===== config.mk =====
export PLATFORM = sky130hd
export DESIGN_NAME = clkreseq_top
export DESIGN_NICKNAME = d
export VERILOG_FILES = /design/src/rtl/clkreseq_pkg.sv /design/src/rtl/clkreseq_tickgen.sv /design/src/rtl/clkreseq_chan.sv /design/src/rtl/clkreseq_ctrl.sv /design/src/rtl/clkreseq_top.sv
export SDC_FILE = /design/constraint.sdc
export NUM_CORES = 1
export LEC_CHECK = 0
export ABC_AREA = 1
export ABC_CLOCK_PERIOD_IN_PS = 2500
export CORE_AREA = 2 2 82 84
export CTS_CLUSTER_SIZE = 12
export DETAILED_ROUTE_END_ITERATION = 16
export DIE_AREA = 0 0 84 86
export DONT_BUFFER_PORTS = 1
export GPL_TIMING_DRIVEN = 0
export PLACE_DENSITY = 0.81
export SYNTH_ARGS = -nofsm -noshare
export SYNTH_HDL_FRONTEND = slang
export SYNTH_SLANG_ARGS = --single-unit
export TNS_END_PERCENT = 20

===== constraint.sdc =====
create_clock -name clk -period 2.5 [get_ports clk]
set_clock_uncertainty 0.2 [all_clocks]
set_input_delay 0.5 -clock clk [delete_from_list [all_inputs] [get_ports clk]]
set_output_delay 0.5 -clock clk [all_outputs]
set_load 0.1 [all_outputs]

===== src/rtl/clkreseq_pkg.sv =====
package clkreseq_pkg;

    localparam int unsigned FIELD_W = 8;

    typedef enum logic [3:0] {
        ST_IDLE,
        ST_SRC,
        ST_BYP_ON,
        ST_WRITE_P,
        ST_SETTLE,
        ST_RELEASE,
        ST_UNBYP,
        ST_WRITE_S,
        ST_DONE
    } seq_state_e;

    typedef enum logic [2:0] {
        OP_NONE,
        OP_CLR_EXT,
        OP_SET_BYP,
        OP_CLR_BYP,
        OP_WR_DIV
    } chan_op_e;

    // Saturating encoding: 1..255 kept, 256 and above become 0 (divide-by-256)
    function automatic logic [FIELD_W-1:0] encode_div(input logic [31:0] value);
        return (value >= 32'd256) ? '0 : value[FIELD_W-1:0];
    endfunction

endpackage


===== src/rtl/clkreseq_tickgen.sv =====
module clkreseq_tickgen
    import clkreseq_pkg::*;
#(
    parameter logic [FIELD_W-1:0] RST_FIELD = 8'd4
) (
    input  logic               clk,
    input  logic               rst_n,
    input  logic [FIELD_W-1:0] field,
    output logic               pulse
);

    typedef struct packed {
        logic [FIELD_W-1:0] cnt;
        logic [FIELD_W-1:0] act;
    } tg_state_t;

    tg_state_t q, d;
    logic      term;

    // 8-bit wrap makes field 0 terminate at 255, i.e. divide-by-256
    assign term  = (q.cnt == (q.act - 8'd1));
    assign pulse = term;

    always_comb begin
        d = q;
        if (term) begin
            d.cnt = '0;
            d.act = field;
        end else begin
            d.cnt = q.cnt + 8'd1;
        end
    end

    always_ff @(posedge clk or negedge rst_n) begin
        if (!rst_n) begin
            q <= '{cnt: '0, act: RST_FIELD};
        end else begin
            q <= d;
        end
    end

endmodule


===== src/rtl/clkreseq_chan.sv =====
module clkreseq_chan
    import clkreseq_pkg::*;
#(
    parameter int unsigned        CH_W      = 1,
    parameter int unsigned        IDX       = 0,
    parameter bit                 IS_PLL    = 1'b1,
    parameter logic [FIELD_W-1:0] RST_FIELD = 8'd4
) (
    input  logic               clk,
    input  logic               rst_n,
    input  logic               xtal_tick,
    input  chan_op_e           op,
    input  logic [CH_W-1:0]    op_ch,
    input  logic [FIELD_W-1:0] op_field,
    output logic               tick,
    output logic               bypass,
    output logic               ext_sel,
    output logic [FIELD_W-1:0] div_field
);

    typedef struct packed {
        logic               byp;
        logic               ext;
        logic [FIELD_W-1:0] field;
    } ch_state_t;

    ch_state_t q, d;
    logic      hit;
    logic      div_pulse;

    assign hit = (op_ch == CH_W'(IDX));

    always_comb begin
        d = q;
        if (hit) begin
            case (op)
                OP_CLR_EXT: d.ext   = 1'b0;
                OP_SET_BYP: d.byp   = 1'b1;
                OP_CLR_BYP: d.byp   = 1'b0;
                OP_WR_DIV:  d.field = op_field;
                default:    d       = q;
            endcase
        end
    end

    always_ff @(posedge clk or negedge rst_n) begin
        if (!rst_n) begin
            q <= '{byp: !IS_PLL, ext: IS_PLL, field: RST_FIELD};
        end else begin
            q <= d;
        end
    end

    clkreseq_tickgen #(
        .RST_FIELD (RST_FIELD)
    ) u_tickgen (
        .clk   (clk),
        .rst_n (rst_n),
        .field (q.field),
        .pulse (div_pulse)
    );

    assign tick      = q.byp ? xtal_tick : div_pulse;
    assign bypass    = q.byp;
    assign ext_sel   = q.ext;
    assign div_field = q.field;

endmodule


===== src/rtl/clkreseq_ctrl.sv =====
module clkreseq_ctrl
    import clkreseq_pkg::*;
#(
    parameter int unsigned     NCH        = 2,
    parameter int unsigned     CH_W       = 1,
    parameter int unsigned     REQ_W      = 16,
    parameter logic [NCH-1:0]  PLL_MASK   = NCH'(1),
    parameter int unsigned     SETTLE_CYC = 10
) (
    input  logic               clk,
    input  logic               rst_n,
    input  logic               req_valid,
    input  logic [CH_W-1:0]    req_ch,
    input  logic [REQ_W-1:0]   req_div,
    output logic               req_ready,
    output chan_op_e           op,
    output logic [CH_W-1:0]    op_ch,
    output logic [FIELD_W-1:0] op_field,
    output logic               done,
    output logic               done_ok
);

    localparam int unsigned WCNT_W = (SETTLE_CYC > 1) ? $clog2(SETTLE_CYC + 1) : 1;

    typedef struct packed {
        seq_state_e         st;
        logic [CH_W-1:0]    ch;
        logic [FIELD_W-1:0] field;
        logic               ok;
        logic [WCNT_W-1:0]  wcnt;
    } seq_t;

    seq_t               q, d;
    logic               ch_known;
    logic               ch_is_pll;
    logic               req_nonzero;
    logic [FIELD_W-1:0] div_enc;

    always_comb begin
        ch_known  = 1'b0;
        ch_is_pll = 1'b0;
        for (int i = 0; i < int'(NCH); i++) begin
            if (req_ch == CH_W'(i)) begin
                ch_known  = 1'b1;
                ch_is_pll = PLL_MASK[i];
            end
        end
    end

    assign req_nonzero = (req_div != '0);
    assign div_enc     = encode_div(32'(req_div));

    always_comb begin
        d  = q;
        op = OP_NONE;
        case (q.st)
            ST_IDLE: begin
                if (req_valid) begin
                    d.ch    = req_ch;
                    d.field = div_enc;
                    d.wcnt  = '0;
                    if (!req_nonzero || !ch_known) begin
                        d.ok = 1'b0;
                        d.st = ST_DONE;
                    end else begin
                        d.ok = 1'b1;
                        d.st = ch_is_pll ? ST_SRC : ST_UNBYP;
                    end
                end
            end
            ST_SRC: begin
                op   = OP_CLR_EXT;
                d.st = ST_BYP_ON;
            end
            ST_BYP_ON: begin
                op   = OP_SET_BYP;
                d.st = ST_WRITE_P;
            end
            ST_WRITE_P: begin
                op     = OP_WR_DIV;
                d.wcnt = '0;
                d.st   = ST_SETTLE;
            end
            ST_SETTLE: begin
                if (q.wcnt == WCNT_W'(SETTLE_CYC - 1)) begin
                    d.st = ST_RELEASE;
                end else begin
                    d.wcnt = q.wcnt + 1'b1;
                end
            end
            ST_RELEASE: begin
                op   = OP_CLR_BYP;
                d.st = ST_DONE;
            end
            ST_UNBYP: begin
                op   = OP_CLR_BYP;
                d.st = ST_WRITE_S;
            end
            ST_WRITE_S: begin
                op   = OP_WR_DIV;
                d.st = ST_DONE;
            end
            ST_DONE: begin
                d.st = ST_IDLE;
            end
            default: d.st = ST_IDLE;
        endcase
    end

    always_ff @(posedge clk or negedge rst_n) begin
        if (!rst_n) begin
            q <= '{st: ST_IDLE, ch: '0, field: '0, ok: 1'b0, wcnt: '0};
        end else begin
            q <= d;
        end
    end

    assign req_ready = (q.st == ST_IDLE);
    assign done      = (q.st == ST_DONE);
    assign done_ok   = q.ok;
    assign op_ch     = q.ch;
    assign op_field  = q.field;

endmodule


===== src/rtl/clkreseq_top.sv =====
module clkreseq_top
    import clkreseq_pkg::*;
#(
    parameter int unsigned    NCH           = 2,
    parameter logic [NCH-1:0] PLL_MASK      = NCH'(1),
    parameter int unsigned    REQ_W         = 16,
    parameter int unsigned    DIV_RST       = 4,
    parameter int unsigned    CLK_PERIOD_PS = 20000,
    parameter int unsigned    SETTLE_PS     = 200000,
    localparam int unsigned   CH_W          = (NCH > 1) ? $clog2(NCH) : 1
) (
    input  logic                 clk,
    input  logic                 rst_n,
    input  logic                 xtal_tick,
    input  logic                 req_valid,
    output logic                 req_ready,
    input  logic [CH_W-1:0]      req_ch,
    input  logic [REQ_W-1:0]     req_div,
    output logic                 done,
    output logic                 done_ok,
    output logic [NCH-1:0]       ch_tick,
    output logic [NCH-1:0]       ch_bypass,
    output logic [NCH-1:0]       ch_ext_sel,
    output logic [NCH*FIELD_W-1:0] ch_div_field
);

    localparam int unsigned SETTLE_RAW = (SETTLE_PS + CLK_PERIOD_PS - 1) / CLK_PERIOD_PS;
    localparam int unsigned SETTLE_CYC = (SETTLE_RAW < 1) ? 1 : SETTLE_RAW;
    localparam logic [FIELD_W-1:0] RST_FIELD = (DIV_RST >= 256) ? 8'd0 : FIELD_W'(DIV_RST);

    chan_op_e           op;
    logic [CH_W-1:0]    op_ch;
    logic [FIELD_W-1:0] op_field;

    clkreseq_ctrl #(
        .NCH        (NCH),
        .CH_W       (CH_W),
        .REQ_W      (REQ_W),
        .PLL_MASK   (PLL_MASK),
        .SETTLE_CYC (SETTLE_CYC)
    ) u_ctrl (
        .clk       (clk),
        .rst_n     (rst_n),
        .req_valid (req_valid),
        .req_ch    (req_ch),
        .req_div   (req_div),
        .req_ready (req_ready),
        .op        (op),
        .op_ch     (op_ch),
        .op_field  (op_field),
        .done      (done),
        .done_ok   (done_ok)
    );

    for (genvar g = 0; g < int'(NCH); g++) begin : g_ch
        clkreseq_chan #(
            .CH_W      (CH_W),
            .IDX       (g),
            .IS_PLL    (PLL_MASK[g]),
            .RST_FIELD (RST_FIELD)
        ) u_chan (
            .clk       (clk),
            .rst_n     (rst_n),
            .xtal_tick (xtal_tick),
            .op        (op),
            .op_ch     (op_ch),
            .op_field  (op_field),
            .tick      (ch_tick[g]),
            .bypass    (ch_bypass[g]),
            .ext_sel   (ch_ext_sel[g]),
            .div_field (ch_div_field[g*FIELD_W +: FIELD_W])
        );
    end

endmodule


==> out/results.ini <==
[setup_path]
path_buf_inv=3
critical_path_class=reg -> out
crit_top_cell=nand2_2
slowest_stage=dfrtp_1
start_kind=register
cp-end-kind=primary output
cp_cell_sequence=inv_2 -> ha_4 -> nand3_1 -> nand2_2 -> nand2_1 -> nand2_1 -> nand2_2 -> nor2_4 -> buf_6 -> nand3b_1 -> nand2_2 -> buf_12
worstPathArrival_ns=2.15
required_ns=1.80
slowest_delay_ns=0.40
cp_max_fo=6
cp_top_family=simple AND/OR/NAND/NOR gates

[floorplanning]
ios=46
die_w_um=84
rows=29
start_util=0.584
dieHeight_um=86
die_area_um2=7220
core-area_um2=6280

[finish]
n_antenna_cell=0
drive_gt1_frac=0.178
final_cell_mix=nand2_1 (121), dfrtp_1 (63), inv_1 (54), nand3_1 (47), nor2_1 (29)
fillerInstances=442
nNetsFinal=522
area_growth_pct=16.9
layout_commonest_cell=nand2_1

[route]
via_count=3284
drt-vias-per-instance=5.69
drtIter0Drc=237
routedWlPerCell_um=15.2
drt_pre_antenna_iters=5
ant_nets=0
wl_um=8750
drc_errors=0

[synthesis]
synthDistinctLibCells=33
synth_mux_area_frac=0
synth_top_family_by_area=simple AND/OR/NAND/NOR gates
ys_ff_latch=69
avgSynthCellArea_um2=7.86
synth-xor-area-share=0.0358
yosys_warnings=0
syn_nets=493
synth_edf_count=0
synth-compound-area-share=0.0918
synthAdderAreaFrac=0.0205
synth-simple-area-share=0.286
yosysSeqAreaShare=0.473
synth_area_um2=3660
async_flop_share=1.00
synthCells=466
ys.flop_type=dfrtp_1

[cts]
htreeDepth=3
cts_tree=yes
clkSlewWorstSetupHoldPaths_ns=0.09
clock_sinks=69
cts_buffer_depth=2
cts_made_buffers=9
clk-insertion-delay-late_ns=0.36
root_buffer=clkbuf_8

[timing]
hold_ws_ns=0.107
fin_ws_ns=-0.354
fin_crit_ns=2.85
setup_viol=3
fmax_ghz=0.350
drv_slew=0
worst_pin_slew_ns=0.982
hold_viol=0
rsz0062_at_grt=true
slew_headroom=0.343
fin_crit_sh=1.14

[placed_design]
routabilityCongestion=0.877
io_buffers=0
preCtsSetupSlack_ns=-0.272
dp_hpwl_um=5670

[outcome]
violations=negative setup slack
status=finished, violations left

[global_route]
antenna_found_initial=0
grt_pass1_vias=3187
grt_first_pass_wirelength_um=14500
grt_max_degree=70
grt-ovfl-total=0
grt_use_total=0.254

[worst_hold_path]
hold_path.class=in -> reg

[power_and_ir_drop]
internal_power_w=0.00218
switchingPower_w=0.00190
clock_power_share=0.278
ir_drop_mv=0.863
p_per_area_nw_per_um2=950
power_frac_comb=0.219
p_seq_frac=0.503
p_leak_nw=2.11
swShare=0.466

[job]
maxCapViolations=0

-- power groups by stage --
stage,clock (W),combinational [W],sequential [W]
final,0.00113,0.000890,0.00205
after CTS,0.00113,0.000890,0.00205
after detailed placement,0,0.000812,0.00207
after floorplan,0,0.000720,0.00201
after global routing,0.00117,0.000983,0.00207
after global placement,0,0.000784,0.00207
-- kinds of logic after synthesis --
| group | count (synthesis) |
|---|---|
| AOI/OAI and AO/OA | 61 |
| xor gates and xnor gates | 15 |
| adders and majority gates | 6 |
| buffers and inverters | 76 |
| DFF | 69 |
| other | 1 |
| and+or+nand+nor | 238 |
-- flip-flops by register name, indices dropped and copies added (netlist names) --
signal	count
u_ctrl.op_field	8
u_ctrl.done_ok	1
g_ch.u_chan.div_field	16
u_ctrl.q	8
g_ch.u_chan.u_tickgen.q	32
u_ctrl.op_ch	1
g_ch.u_chan.bypass	2
g_ch.u_chan.ext_sel	1
-- stage by stage --
stage               total power, W  cells  area [um^2]  setup TNS (ns)  utilization
finish                     0.00407    577         4290          -0.700        0.683
global placement           0.00285    543         3770           -1.69        0.600
CTS                        0.00407    576         4240          -0.616        0.676
detailed placement         0.00288    543         3770           -3.24        0.601
floorplan                  0.00273    466         3670               0            -
global route               0.00423    577         4290          -0.938        0.683
-- timing repair --
action	4_1_cts	5_1_grt
endpoints found under the setup margin	21	6
gates resized for setup	22	12
setup buffers	15	1
hold buffers	2	0
pin swaps	14	2
hold endpoints to repair	69	0
-- path summary, 6_finish.rpt --
check                      cells after the start                        endpoint                     startpoint  slack [ns]
setup / recovery                              12                      ch_tick[0]  g_ch[0].u_chan.u_tickgen.q[0]       -0.35
hold / removal                                 2              u_ctrl.op_field[4]                     req_div[4]        0.11
setup reg to reg                               8                    u_ctrl.q[16]                   u_ctrl.q[15]        0.23
hold reg to reg                                2          g_ch[0].u_chan.ext_sel         g_ch[0].u_chan.ext_sel        0.25
max in group asynchronous                      2     g_ch[1].u_chan.div_field[2]                          rst_n        1.27
min in group asynchronous                      2  g_ch[0].u_chan.u_tickgen.q[13]                          rst_n        0.47
-- synthesized netlist by cell type, types with 3 or more instances --
cell / count / area share
nor2_4: 4 / 0.012
buf_4: 7 / 0.014
nor2_2: 4 / 0.0068
nand3_1: 48 / 0.066
nand3b_1: 5 / 0.010
o21ai_0: 26 / 0.036
nor3_1: 3 / 0.0041
inv_1: 59 / 0.060
xor2_1: 11 / 0.026
nor2_1: 32 / 0.033
xnor2_1: 4 / 0.0096
nand2_1: 132 / 0.14
dfrtp_1: 63 / 0.43
dfstp_2: 6 / 0.043
ha_1: 6 / 0.020
a21oi_1: 17 / 0.023
nand4_1: 4 / 0.0068
buf_6: 3 / 0.0092
o22ai_1: 11 / 0.019
-- worst register-to-register path: stages (launching register included) --
cell     delay [ns]
dfrtp_1        0.42
nor2_1         0.19
inv_1          0.16
nor2_4         0.53
nand2_2        0.19
inv_1          0.11
buf_2          0.20
nand3_1        0.14
nand3_1        0.09
-- final cells by class --
class	instances	area (um^2)	share of cell area
Sequential cell	69	1730	0.405
Inverter	63	236	0.0552
Buffer	13	124	0.0289
Multi-Input combinational cell	321	1690	0.394
Tap cell	77	96.3	0.0225
Clock buffer	9	124	0.0289
Clock inverter	7	123	0.0286
Timing Repair Buffer	18	161	0.0377
-- layer usage --
layer	vias up	share of wire	wire (um)	global-route usage
met3	42	0.056	490	0.0539
met5	-	0	0	0
met1	1570	0.39	3410	0.290
met2	125	0.51	4440	0.438
met4	0	0.047	409	0.154
li1	1547	-	-	-
(Power assumes the default switching activity.)
